`config.mk`:
```
export PLATFORM = sky130hd
export DESIGN_NAME = dec_selftest
export DESIGN_NICKNAME = d
export VERILOG_FILES = /design/src/rtl/dec_selftest_pkg.sv /design/src/rtl/dst_onehot_dec.sv /design/src/rtl/dst_line_force.sv /design/src/rtl/dst_parity_chk.sv /design/src/rtl/dec_selftest.sv
export SDC_FILE = /design/constraint.sdc
export NUM_CORES = 1
export LEC_CHECK = 0
export BUFFER_PORTS_ARGS = -buffer_cell sky130_fd_sc_hd__buf_2
export CORE_AREA = 2 2 39 41
export DETAILED_ROUTE_END_ITERATION = 10
export DIE_AREA = 0 0 41 43
export GPL_ROUTABILITY_DRIVEN = 0
export PLACE_DENSITY = 0.72
export SLEW_MARGIN = 20
export SYNTH_ARGS = -nofsm -noshare
export SYNTH_HDL_FRONTEND = slang
export SYNTH_SLANG_ARGS = --single-unit
```
`constraint.sdc`:
```
create_clock -name clk -period 4.18 [get_ports clk]
set_input_delay 0.418 -clock clk [delete_from_list [all_inputs] [get_ports clk]]
set_output_delay 0.418 -clock clk [all_outputs]
set_load 0.01 [all_outputs]
```
`src/rtl/dec_selftest_pkg.sv`:
```
package dec_selftest_pkg;

    typedef enum logic [1:0] {
        ST_IDLE = 2'd0,
        ST_RUN  = 2'd1,
        ST_DONE = 2'd2
    } dst_state_e;

endpackage

```
`src/rtl/dst_onehot_dec.sv`:
```
module dst_onehot_dec #(
    parameter int SEL_W = 3,
    localparam int LINES = 1 << SEL_W
) (
    input  logic [SEL_W-1:0] code_i,
    output logic [LINES-1:0] line_o
);

    for (genvar i = 0; i < LINES; i++) begin : g_line
        assign line_o[i] = (code_i == SEL_W'(i));
    end

endmodule

```
`src/rtl/dst_line_force.sv`:
```
module dst_line_force #(
    parameter int SEL_W = 3,
    localparam int LINES = 1 << SEL_W
) (
    input  logic [LINES-1:0] line_i,
    input  logic             force_en_i,
    input  logic [SEL_W-1:0] force_idx_i,
    input  logic             force_val_i,
    output logic [LINES-1:0] line_o
);

    for (genvar i = 0; i < LINES; i++) begin : g_force
        logic hit;
        assign hit       = force_en_i && (force_idx_i == SEL_W'(i));
        assign line_o[i] = hit ? force_val_i : line_i[i];
    end

endmodule

```
`src/rtl/dst_parity_chk.sv`:
```
module dst_parity_chk #(
    parameter int WIDTH = 8
) (
    input  logic [WIDTH-1:0] word_i,
    output logic             odd_o
);

    // Fold the word one bit at a time; a correct one-hot word folds to 1.
    logic [WIDTH:0] chain;
    assign chain[0] = 1'b0;
    for (genvar i = 0; i < WIDTH; i++) begin : g_fold
        assign chain[i+1] = chain[i] ^ word_i[i];
    end
    assign odd_o = chain[WIDTH];

endmodule

```
`src/rtl/dec_selftest.sv`:
```
module dec_selftest
    import dec_selftest_pkg::*;
#(
    parameter int SEL_W = 3
) (
    input  logic             clk,
    input  logic             rst_n,
    input  logic             start_i,
    input  logic             inject_en_i,
    input  logic [SEL_W-1:0] inject_line_i,
    input  logic             inject_level_i,
    output logic             busy_o,
    output logic             done_o,
    output logic             pass_o,
    output logic             fail_o
);

    localparam int LINES = 1 << SEL_W;
    localparam logic [SEL_W-1:0] LAST_CODE = SEL_W'(LINES - 1);

    typedef struct packed {
        dst_state_e       state;
        logic [SEL_W-1:0] code;
        logic             fault;
    } ctl_t;

    ctl_t r_d, r_q;

    logic [LINES-1:0] dec_lines;
    logic [LINES-1:0] chk_lines;
    logic             par_ok;
    logic             fault_flag;

    dst_onehot_dec #(.SEL_W(SEL_W)) u_dec (
        .code_i (r_q.code),
        .line_o (dec_lines)
    );

    dst_line_force #(.SEL_W(SEL_W)) u_force (
        .line_i      (dec_lines),
        .force_en_i  (inject_en_i),
        .force_idx_i (inject_line_i),
        .force_val_i (inject_level_i),
        .line_o      (chk_lines)
    );

    dst_parity_chk #(.WIDTH(LINES)) u_par (
        .word_i (chk_lines),
        .odd_o  (par_ok)
    );

    always_comb begin
        r_d = r_q;
        unique case (r_q.state)
            ST_IDLE, ST_DONE: begin
                if (start_i) begin
                    r_d.state = ST_RUN;
                    r_d.code  = '0;
                    r_d.fault = 1'b0;
                end
            end
            ST_RUN: begin
                if (!par_ok) begin
                    r_d.fault = 1'b1;
                end
                r_d.code = r_q.code + 1'b1;
                if (r_q.code == LAST_CODE) begin
                    r_d.state = ST_DONE;
                end
            end
            default: begin
                r_d.state = ST_IDLE;
            end
        endcase
    end

    always_ff @(posedge clk or negedge rst_n) begin
        if (!rst_n) begin
            r_q <= '{state: ST_IDLE, code: '0, fault: 1'b0};
        end else begin
            r_q <= r_d;
        end
    end

    assign fault_flag = r_q.fault;
    assign busy_o     = (r_q.state == ST_RUN);
    assign done_o     = (r_q.state == ST_DONE);
    assign pass_o     = done_o && !fault_flag;
    assign fail_o     = done_o && fault_flag;

endmodule

```
### Yosys cells after proc, flatten, opt, wreduce, memory -nomap -nowiden

Cells that the tools add are included.

* flip-flop bits (word level): 6
* logic and storage cells: 62
* input bits: 8

* add/subtract/negate cells: 1
* bitwise gates (word level): 7
* mux-type cells: 13
* equality and inequality tests: 19
* reduce and logical (&&, ||, !) cells: 19

Operator list (number)
* $eq 3x3->1 const B: 8
* $eq 3x2->1 const B: 4
* $logic_and 1x1->1: 10
* $mux 1: 9
* $pmux 4 s2: 1
* $xor 1x1->1: 7
* $eq 3x1->1 const B: 2
* $logic_not 3->1: 2
* $mux 6: 1
* $ne 2x2->1 const B: 2
* $pmux 2 s2: 1
* $reduce_and 2->1: 2
* $add 3x1->3 const B: 1
* $reduce_and 3->1: 1
* $eq 2x1->1 const B: 1
* $eq 2x2->1 const B: 1
* $logic_not 2->1: 1
* $mux 2: 1
* $ne 2x1->1 const B: 1
* $reduce_bool 2->1: 1
* $reduce_or 2->1: 1
* $logic_not 1->1: 1

### Depth between registers and ports, before layout

Gate-level depths: netlist of run 1.

* depth in word-level cells: 12
* mapped depth: 8

### Modules after synthesis

Synthesis of run 1 repeated with hierarchy kept, for this count alone.

* cell total of the unflattened synthesis: 60
* area, all modules: 610.6 um^2

Modules (own cells, without submodules)
* dec_selftest: seq. area each 150.1 um^2, cells an instance 29, times used 1, area each 297.8 um^2
* dst_line_force: seq. area each 0.0 um^2, cells an instance 16, times used 1, area each 186.4 um^2
* dst_onehot_dec: seq. area each 0.0 um^2, cells an instance 8, times used 1, area each 65.1 um^2
* dst_parity_chk: seq. area each 0.0 um^2, cells an instance 7, times used 1, area each 61.3 um^2

### Worst setup path after synthesis of run 1

Ideal clock, no wire load.

* path type: reg-to-reg
* start: register r_q[1] (netlist bit)
* end: register r_q, in the netlist fault_flag
* slack: 2216 ps
* library setup time: 76 ps
* buffers on the path: 0
* stages on the path, launching flop included: 9
* data arrival time: 1888 ps
* clock period less this slack: 1964 ps
* cell sequence: dfrtp_1 > inv_1 > ha_1 > nor2b_1 > and3_1 > a2111o_1 > a21oi_2 > xnor3_1 > o21ai_1

* word-level cells in the longest chain between the ends: 11
* elaborated cells on any way between the ends: 25
* classes of those cells: eq/ne: 8; mux: 8; bitwise: 7; reduce/logical: 2

RTL lines
* start: declaration: RTL line dec_selftest.sv:27 `ctl_t r_d, r_q;`
* start signal: assignment: RTL line dec_selftest.sv:79 `r_q <= '{state: ST_IDLE, code: '0, fault: 1'b0};`
* start signal: assignment: RTL line dec_selftest.sv:81 `r_q <= r_d;`
* $eq 3x1->1 / $logic_not 3->1 (equally long branches): RTL line dst_onehot_dec.sv:10 `assign line_o[i] = (code_i == SEL_W'(i));`
* $mux 1: RTL line dst_line_force.sv:15 `assign line_o[i] = hit ? force_val_i : line_i[i];`
* $xor 1x1->1 (6 in a row): RTL line dst_parity_chk.sv:12 `assign chain[i+1] = chain[i] ^ word_i[i];`
* $xor 1x1->1 *: RTL line dst_parity_chk.sv:12
* $ne 2x2->1 (no line) *
* $reduce_and 3->1 (no line) *

Mark *: on every way between the ends. The rest lies on a longest branch, timed or not.
A chain may end at the register's enable or synchronous reset.

### Final worst setup path of run 1

Ends and elaborated chain as after synthesis.

==> results of run 1 <==
[per-layer routing]
metal	vias up	share of wire [%]	global-route usage, %
li1	281	-	-
met1	240	46	20.27
met2	12	48	26.88
met3	5	3.0	3.141
met4	0	3.2	12.00
met5	-	0	0
[through the flow]
step / area, um2 / setup slack (ns) / hold slack [ns] / instances
floorplan: 625.6 / 2.216 / 0.1224 / 70
global placement: 684.4 / 2.136 / 0.2489 / 95
detailed placement: 684.4 / 2.046 / 0.2500 / 95
CTS: 716.9 / 2.034 / 0.4428 / 99
global route: 716.9 / 1.893 / 0.4786 / 99
finish: 716.9 / 2.048 / 0.4507 / 99
[final cells by class]
class	instances	area share, %
repair buffers	12	9.075
flip-flops and latches	6	20.94
inverters	5	2.618
well taps	16	2.792
clock buffers	3	3.141
multi-input cells	57	61.43
[kinds of logic after synthesis]
| family | Yosys count |
|---|---|
| simple gates | 27 |
| compound gates | 16 |
| buf+inv | 7 |
| fa+ha+maj | 6 |
| flops | 6 |
| xor+xnor | 5 |
| mux | 3 |
[flip-flops by register name, indices dropped and copies added, names as in the netlist]
name	flops
fault_flag	1
r_q	5
[critical path: cells and delay by family (launching register included)]
family          cells  cell delay [ns]
compound gates      3             0.65
buf+inv             1             0.08
simple gates        2             0.36
xor+xnor            1             0.31
flops               1             0.41
fa+ha+maj           1             0.24
[how the worst max path moves through the flow]
stage,endpoint
3_3_place_gp,fault_flag
6_report,fault_flag
4_1_cts,fault_flag
5_1_grt,fault_flag
3_5_place_dp,fault_flag
2_1_floorplan,fault_flag
[power by group]
part | switching [mW] | internal, mW
clock network | 0.0215 | 0.0325
registers | 0.0313 | 0.0837
logic | 0.123 | 0.136
[cell usage in the layout, fill, tap and decap left out, types with 2 or more instances in the layout]
cell and count:
a21oi_1 3, a22o_1 2, buf_2 11, clkbuf_4 3, dfrtp_1 6, ha_1 6, inv_1 5, mux2_2 2
nand2_1 4, nand2b_1 3, nor2_1 5, nor2b_1 3, nor3_1 2, nor3b_1 2, o21ai_0 4, xor2_1 3
==> reports/metrics.yaml, run 1 <==
holdPathStages: 3
dr_total_vias: 538
start_util_pct: 45.21
crit_slowest_cell: "dfrtp_1"
boundaryPins: 12
dr.pass1.iters: 4
path_clk_slew_ns: 0.05
synthCells: 70
max_stage_delay_ns: 0.41
ys_ff_latch: 6
die_area_um2: 1763
cp_cell_sequence: "inv_1 > ha_1 > nor2b_1 > and3_1 > a2111o_1 > a21oi_2 > xnor3_1 > o21ai_1"
grt_max_degree: 11
fmax_mhz: 469.0
postSynthAreaPerCell_um2: 8.937
worstSetupEndpointType: "register"
grt_util_all_layers_pct: 17.34
synth-xor-area-share_pct: 9.200
ant_nets: 0
rsz0062_at_grt: "false"
hpwl_um: 933.1
synth_top_area_share_pct: 24.00
portBuffers: 11
path_class: "reg -> reg"
area_growth_pct: 14.60
drc: 0
synth-edff-count: 0
powerDensity_nw_per_um2: 597.9
drv_cap: 0
synth.area.top_cells: "dfrtp_1 24%, ha_1 12%, xor2_1 4.2%, mux2_2 3.6%, xnor3_1 3.6%"
rows: 14
crit_path_start_kind: "register"
synth_area_um2: 625.6
synth_fp_nets: 84
final_nets: 99
fp.dieW_um: 41
power.leakage_nw: 0.3575
peakVddDrop_uv: 354.3
worst_pin_slew_ns: 0.3304
rr_worst_depth: 8
drive_gt1_share_pct: 22.89
status: "completed"
worstHoldEndpoint: "r_q[4]"
multiInputGateArea_um2: 440.4
r2r_end: "fault_flag"
post_cts_hold_buffer_count: 1
setup_viol: 0
grt_pass1_wl_um: 2042
cts_buffers: 3
synth_common_cells: "6 x dfrtp_1, 6 x ha_1, 5 x inv_1, 5 x nor2_1"
critical_path_arrival_ns: 2.30
final.fill_count: 128
cts_root_buf: "clkbuf_4"
die_h_um: 43
clock_latency_ns: 0.25
drtIter0Drc: 3
synth_ff_type: "dfrtp_1"
min_period_ns: 2.132
yosys.area_share.simple_pct: 26.20
synthDistinctLibCells: 34
ff2ff_setup_slack_ns: 2.05
synth_top_family_by_area: "simple AND/OR/NAND/NOR gates"
synth.yosys.seq_area_share_pct: 24.00
r2r_start: "r_q[1]"
muxShareOfSynthArea_pct: 5.200
finalSetupTns_ns: 0
regArea_um2: 150.1
grt_pass1_vias: 506
postCtsResizedCells: 0
clk_path_buf_depth: 2
cp-startpoint: "r_q[1]"
vias_per_cell: 5.434
cts-htree-levels: 1
wl_per_cell_um: 11.96
gr-total-overflow: 0
tritoncts: "yes"
post-cts-setup-buffer-count: 0
antenna_found_initial: 0
ys_warn_count: 0
synth_top_area_cell: "dfrtp_1"
power.total_mw: 0.4286
holdCritStartpoint: "start_i"
diodes: 0
hold_class: "in -> reg"
yosys.area_share.adder_pct: 12.00
clkSinkCount: 6
slew_violations: 0
wl_um: 1184
skew_ns: 0.004183
critPathMaxFanout: 5
synth-compound-area-share_pct: 17.80
worstPathRequired_ns: 4.35
slew_headroom_pct: 77.97
fin_util_pct: 51.81
finalHoldViolCount: 0
fin_crit_sh_pct: 51.01
async_reset_ff_share_pct: 100.0
core-area_um2: 1384
Power figures use the tool's default switching activity.
==> run 2, diff against run 1 <==
- ABC_AREA: not set -> 1
- CORE_AREA: 2 2 39 41 -> not set
- CORE_MARGIN: not set -> 2
- CORE_UTILIZATION: not set -> 48
- DIE_AREA: 0 0 41 43 -> not set
- PLACE_DENSITY: 0.72 -> 0.76
- clock period: 4.18 -> 1.8 ns (I/O delays scaled with it)
==> run 2 against run 1 <==
  * Area after synthesis increased by 11%
  * Worst setup slack got worse by 1.9 ns
  * Clock power increased by 120%
  * Clock skew increased by 0.0013 ns
  * Fmax increased by 32%
  * Non-clock buffer count increased by 1
  * Combinational power increased to 2.7 times the previous value
  * Cell count increased by 61%
  * Sequential cell count unchanged
  * Sequential share of layout area decreased by 2.5 points
  * Wire length increased by 19%
  * Clock-buffer cell count unchanged
  * Critical path type unchanged
==> reports/metrics.yaml, run 2 <==
status: "completed"
grt_max_degree: 11  # unchanged
setup_viol: 0  # unchanged
layout_common_cells: "61 x nand2_1, 21 x inv_1, 11 x nor2_1, 11 x nand3_1, 11 x buf_2"
final_nets: 160  # +62%
start_util_pct: 52.16  # +6.9 points
drv_cap: 0  # unchanged
path_class: "reg -> reg"
fp.dieW_um: 42.07  # +2.6%
antenna_found_initial: 0  # unchanged
r2r_end: "fault_flag"
grt_pass1_wl_um: 2546  # +25%
synth_area_um2: 695.7  # +11%
synthCells: 128  # +83%
core-area_um2: 1334  # -3.6%
slew_violations: 0  # unchanged
ys_ff_latch: 6  # unchanged
cts_buffers: 3  # unchanged
synth_fp_nets: 142  # +69%
ff2ff_setup_slack_ns: 0.18  # -1.86 ns
skew_ns: 0.005518  # +0.001335 ns
muxShareOfSynthArea_pct: 0  # -5.2 points
holdCritStartpoint: "start_i"
cts-htree-levels: 1  # unchanged
drtIter0Drc: 16  # +13
rr_worst_depth: 14  # +6
min_period_ns: 1.615  # -0.5171 ns
slew_headroom_pct: 75.18  # -2.8 points
finalHoldViolCount: 0  # unchanged
hpwl_um: 1172  # +26%
synth_top_area_share_pct: 32.91  # +8.9 points
async_reset_ff_share_pct: 100.0  # unchanged
ys_warn_count: 0  # unchanged
worst_pin_slew_ns: 0.3709  # +0.04048 ns
cp_cell_sequence: "ha_2 > ha_1 > inv_1 > nand2_1 > nand2_1 > nand2_1 > inv_1 > nor2_1 > nand2_1 > nand3_1 > nand2_1 > nand2_1 > nand3_1 > nand2_1"
gr-total-overflow: 0  # unchanged
synth_common_cells: "61 x nand2_1, 24 x inv_1, 11 x nand3_1, 11 x nor2_1"
clk_path_buf_depth: 2  # unchanged
synth-xor-area-share_pct: 0  # -9.2 points
cp-startpoint: "r_q[1]"
area_growth_pct: 17.09
clkSinkCount: 6  # unchanged
grt_util_all_layers_pct: 18.00  # +0.66 points
crit_slowest_cell: "dfrtp_1"
crit_path_start_kind: "register"
dr_total_vias: 758  # +41%
die_h_um: 42.07  # -2.2%
power.total_mw: 1.053  # +150%
powerDensity_nw_per_um2: 1293  # +120%
crit_top_cell: "nand2_1"
wl_per_cell_um: 8.849  # -26%
power.leakage_nw: 0.5307  # +48%
vias_per_cell: 4.767  # -12%
diodes: 0  # unchanged
die_area_um2: 1770  # +0.39%
largest_reg_flops: 5  # unchanged
layout_commonest_cell: "nand2_1"
synth.area.top_cells: "nand2_1 33%, dfrtp_1 22%, inv_1 13%, ha_1 11%, nand3_1 7.9%"
synth-edff-count: 0  # unchanged
clock_latency_ns: 0.24  # about the same
ant_nets: 0  # unchanged
synth_most_common_cell: "nand2_1"
fin_cells: 159  # +61%
synthDistinctLibCells: 10  # -71%
boundaryPins: 12  # unchanged
fmax_mhz: 619.1  # +32%
fin_area_um2: 814.5  # +14%
critPathMaxFanout: 3  # -2
critical_path_arrival_ns: 1.75  # -0.55 ns
cts_root_buf: "clkbuf_4"
yosys.area_share.adder_pct: 10.79  # -1.2 points
dp.cells: 154  # +62%
worstPathRequired_ns: 1.93  # -2.42 ns
top_register: "r_q"
synth-compound-area-share_pct: 6.295  # -12 points
whs_ns: 0.1603  # -0.2903 ns
grt_pass1_vias: 653  # +29%
max_stage_delay_ns: 0.40  # about the same
synth_top_family_by_area: "simple AND/OR/NAND/NOR gates"
fin_crit_sh_pct: 89.73  # +39 points
finalSetupTns_ns: 0  # unchanged
worstSetupEndpointType: "register"
hold_class: "in -> reg"
drc: 0  # unchanged
portBuffers: 11  # unchanged
regArea_um2: 150.1  # unchanged
synth_ff_type: "dfrtp_1"
peakVddDrop_uv: 655.4  # +85%
dr.pass1.iters: 4  # unchanged
drive_gt1_share_pct: 14.58  # -8.3 points
r2r_start: "r_q[1]"
multiInputGateArea_um2: 460.4  # +4.5%
tritoncts: "yes"
synth_top_area_cell: "nand2_1"
rows: 13  # -1
yosys.area_share.simple_pct: 48.38  # +22 points
synth.yosys.seq_area_share_pct: 21.58  # -2.4 points
final.fill_count: 149  # +16%
path_clk_slew_ns: 0.05  # about the same
postSynthAreaPerCell_um2: 5.435  # -39%
crit_path_end: "fault_flag"
wl_um: 1407  # +19%
dpl-instance-area_um2: 769.5  # +12%
-- run 2: kinds of logic after synthesis --
kind of cell	count (synthesis)
simple gates	84
buf+inv	24
compound gates	8
fa+ha+maj	6
flops	6
-- run 2: critical path: cells and delay by family, from the launching register on --
kind | cells | cell delay, ns
fa+ha+maj | 2 | 0.37
flops | 1 | 0.40
simple gates | 10 | 0.63
buf+inv | 2 | 0.10
-- run 2: final cells by class --
cell class | count | area share [%]
repair buffers | 13 | 8.909
flip-flops and latches | 6 | 18.43
clock buffers | 3 | 2.765
inverters | 24 | 11.06
well taps | 15 | 2.304
multi-input cells | 98 | 56.53
-- run 2: routing by layer --
layer  up-vias  track usage, %  wire length [um]  part of all wire [%]
met3         2           2.586                34                   2.4
met4         0           5.625                 6                  0.43
met1       333           22.37               665                    47
li1        417               -                 -                     -
met2         6           31.87               700                    50
met5         -               0                 0                     0
-- run 2: worst min-delay path by stage --
stage	end	slack (ns)	cells past startpoint
finish	r_q[5]	0.16	2
global placement	r_q[5]	0.009	1
global route	r_q[5]	0.17	2
CTS	r_q[5]	0.15	2
floorplan	fault_flag	-0.12	0
detailed placement	r_q[5]	0.01	1
-- run 2: metrics by stage --
stage          util [%]  setup WS (ns)
5_1_grt           61.07       -0.01069
3_3_place_gp      57.69         0.2125
4_1_cts           60.13         0.1570
6_report          61.07         0.1849
2_1_floorplan         -         0.2760
3_5_place_dp      57.69         0.1603
-- run 2: timing repair --
action | in CTS | in global routing
gates resized for setup | 0 | 5
buffers inserted | 0 | 1
hold buffers | 1 | 0
endpoints found under the setup margin | 0 | 1
endpoints found under the hold margin | 6 | 0
-- run 2: power by group --
part / leakage [nW] / switching (mW) / internal, mW
Clock: 0.0138 / 0.0438 / 0.0751
Sequential: 0.0713 / 0.0508 / 0.195
Combinational: 0.446 / 0.428 / 0.261
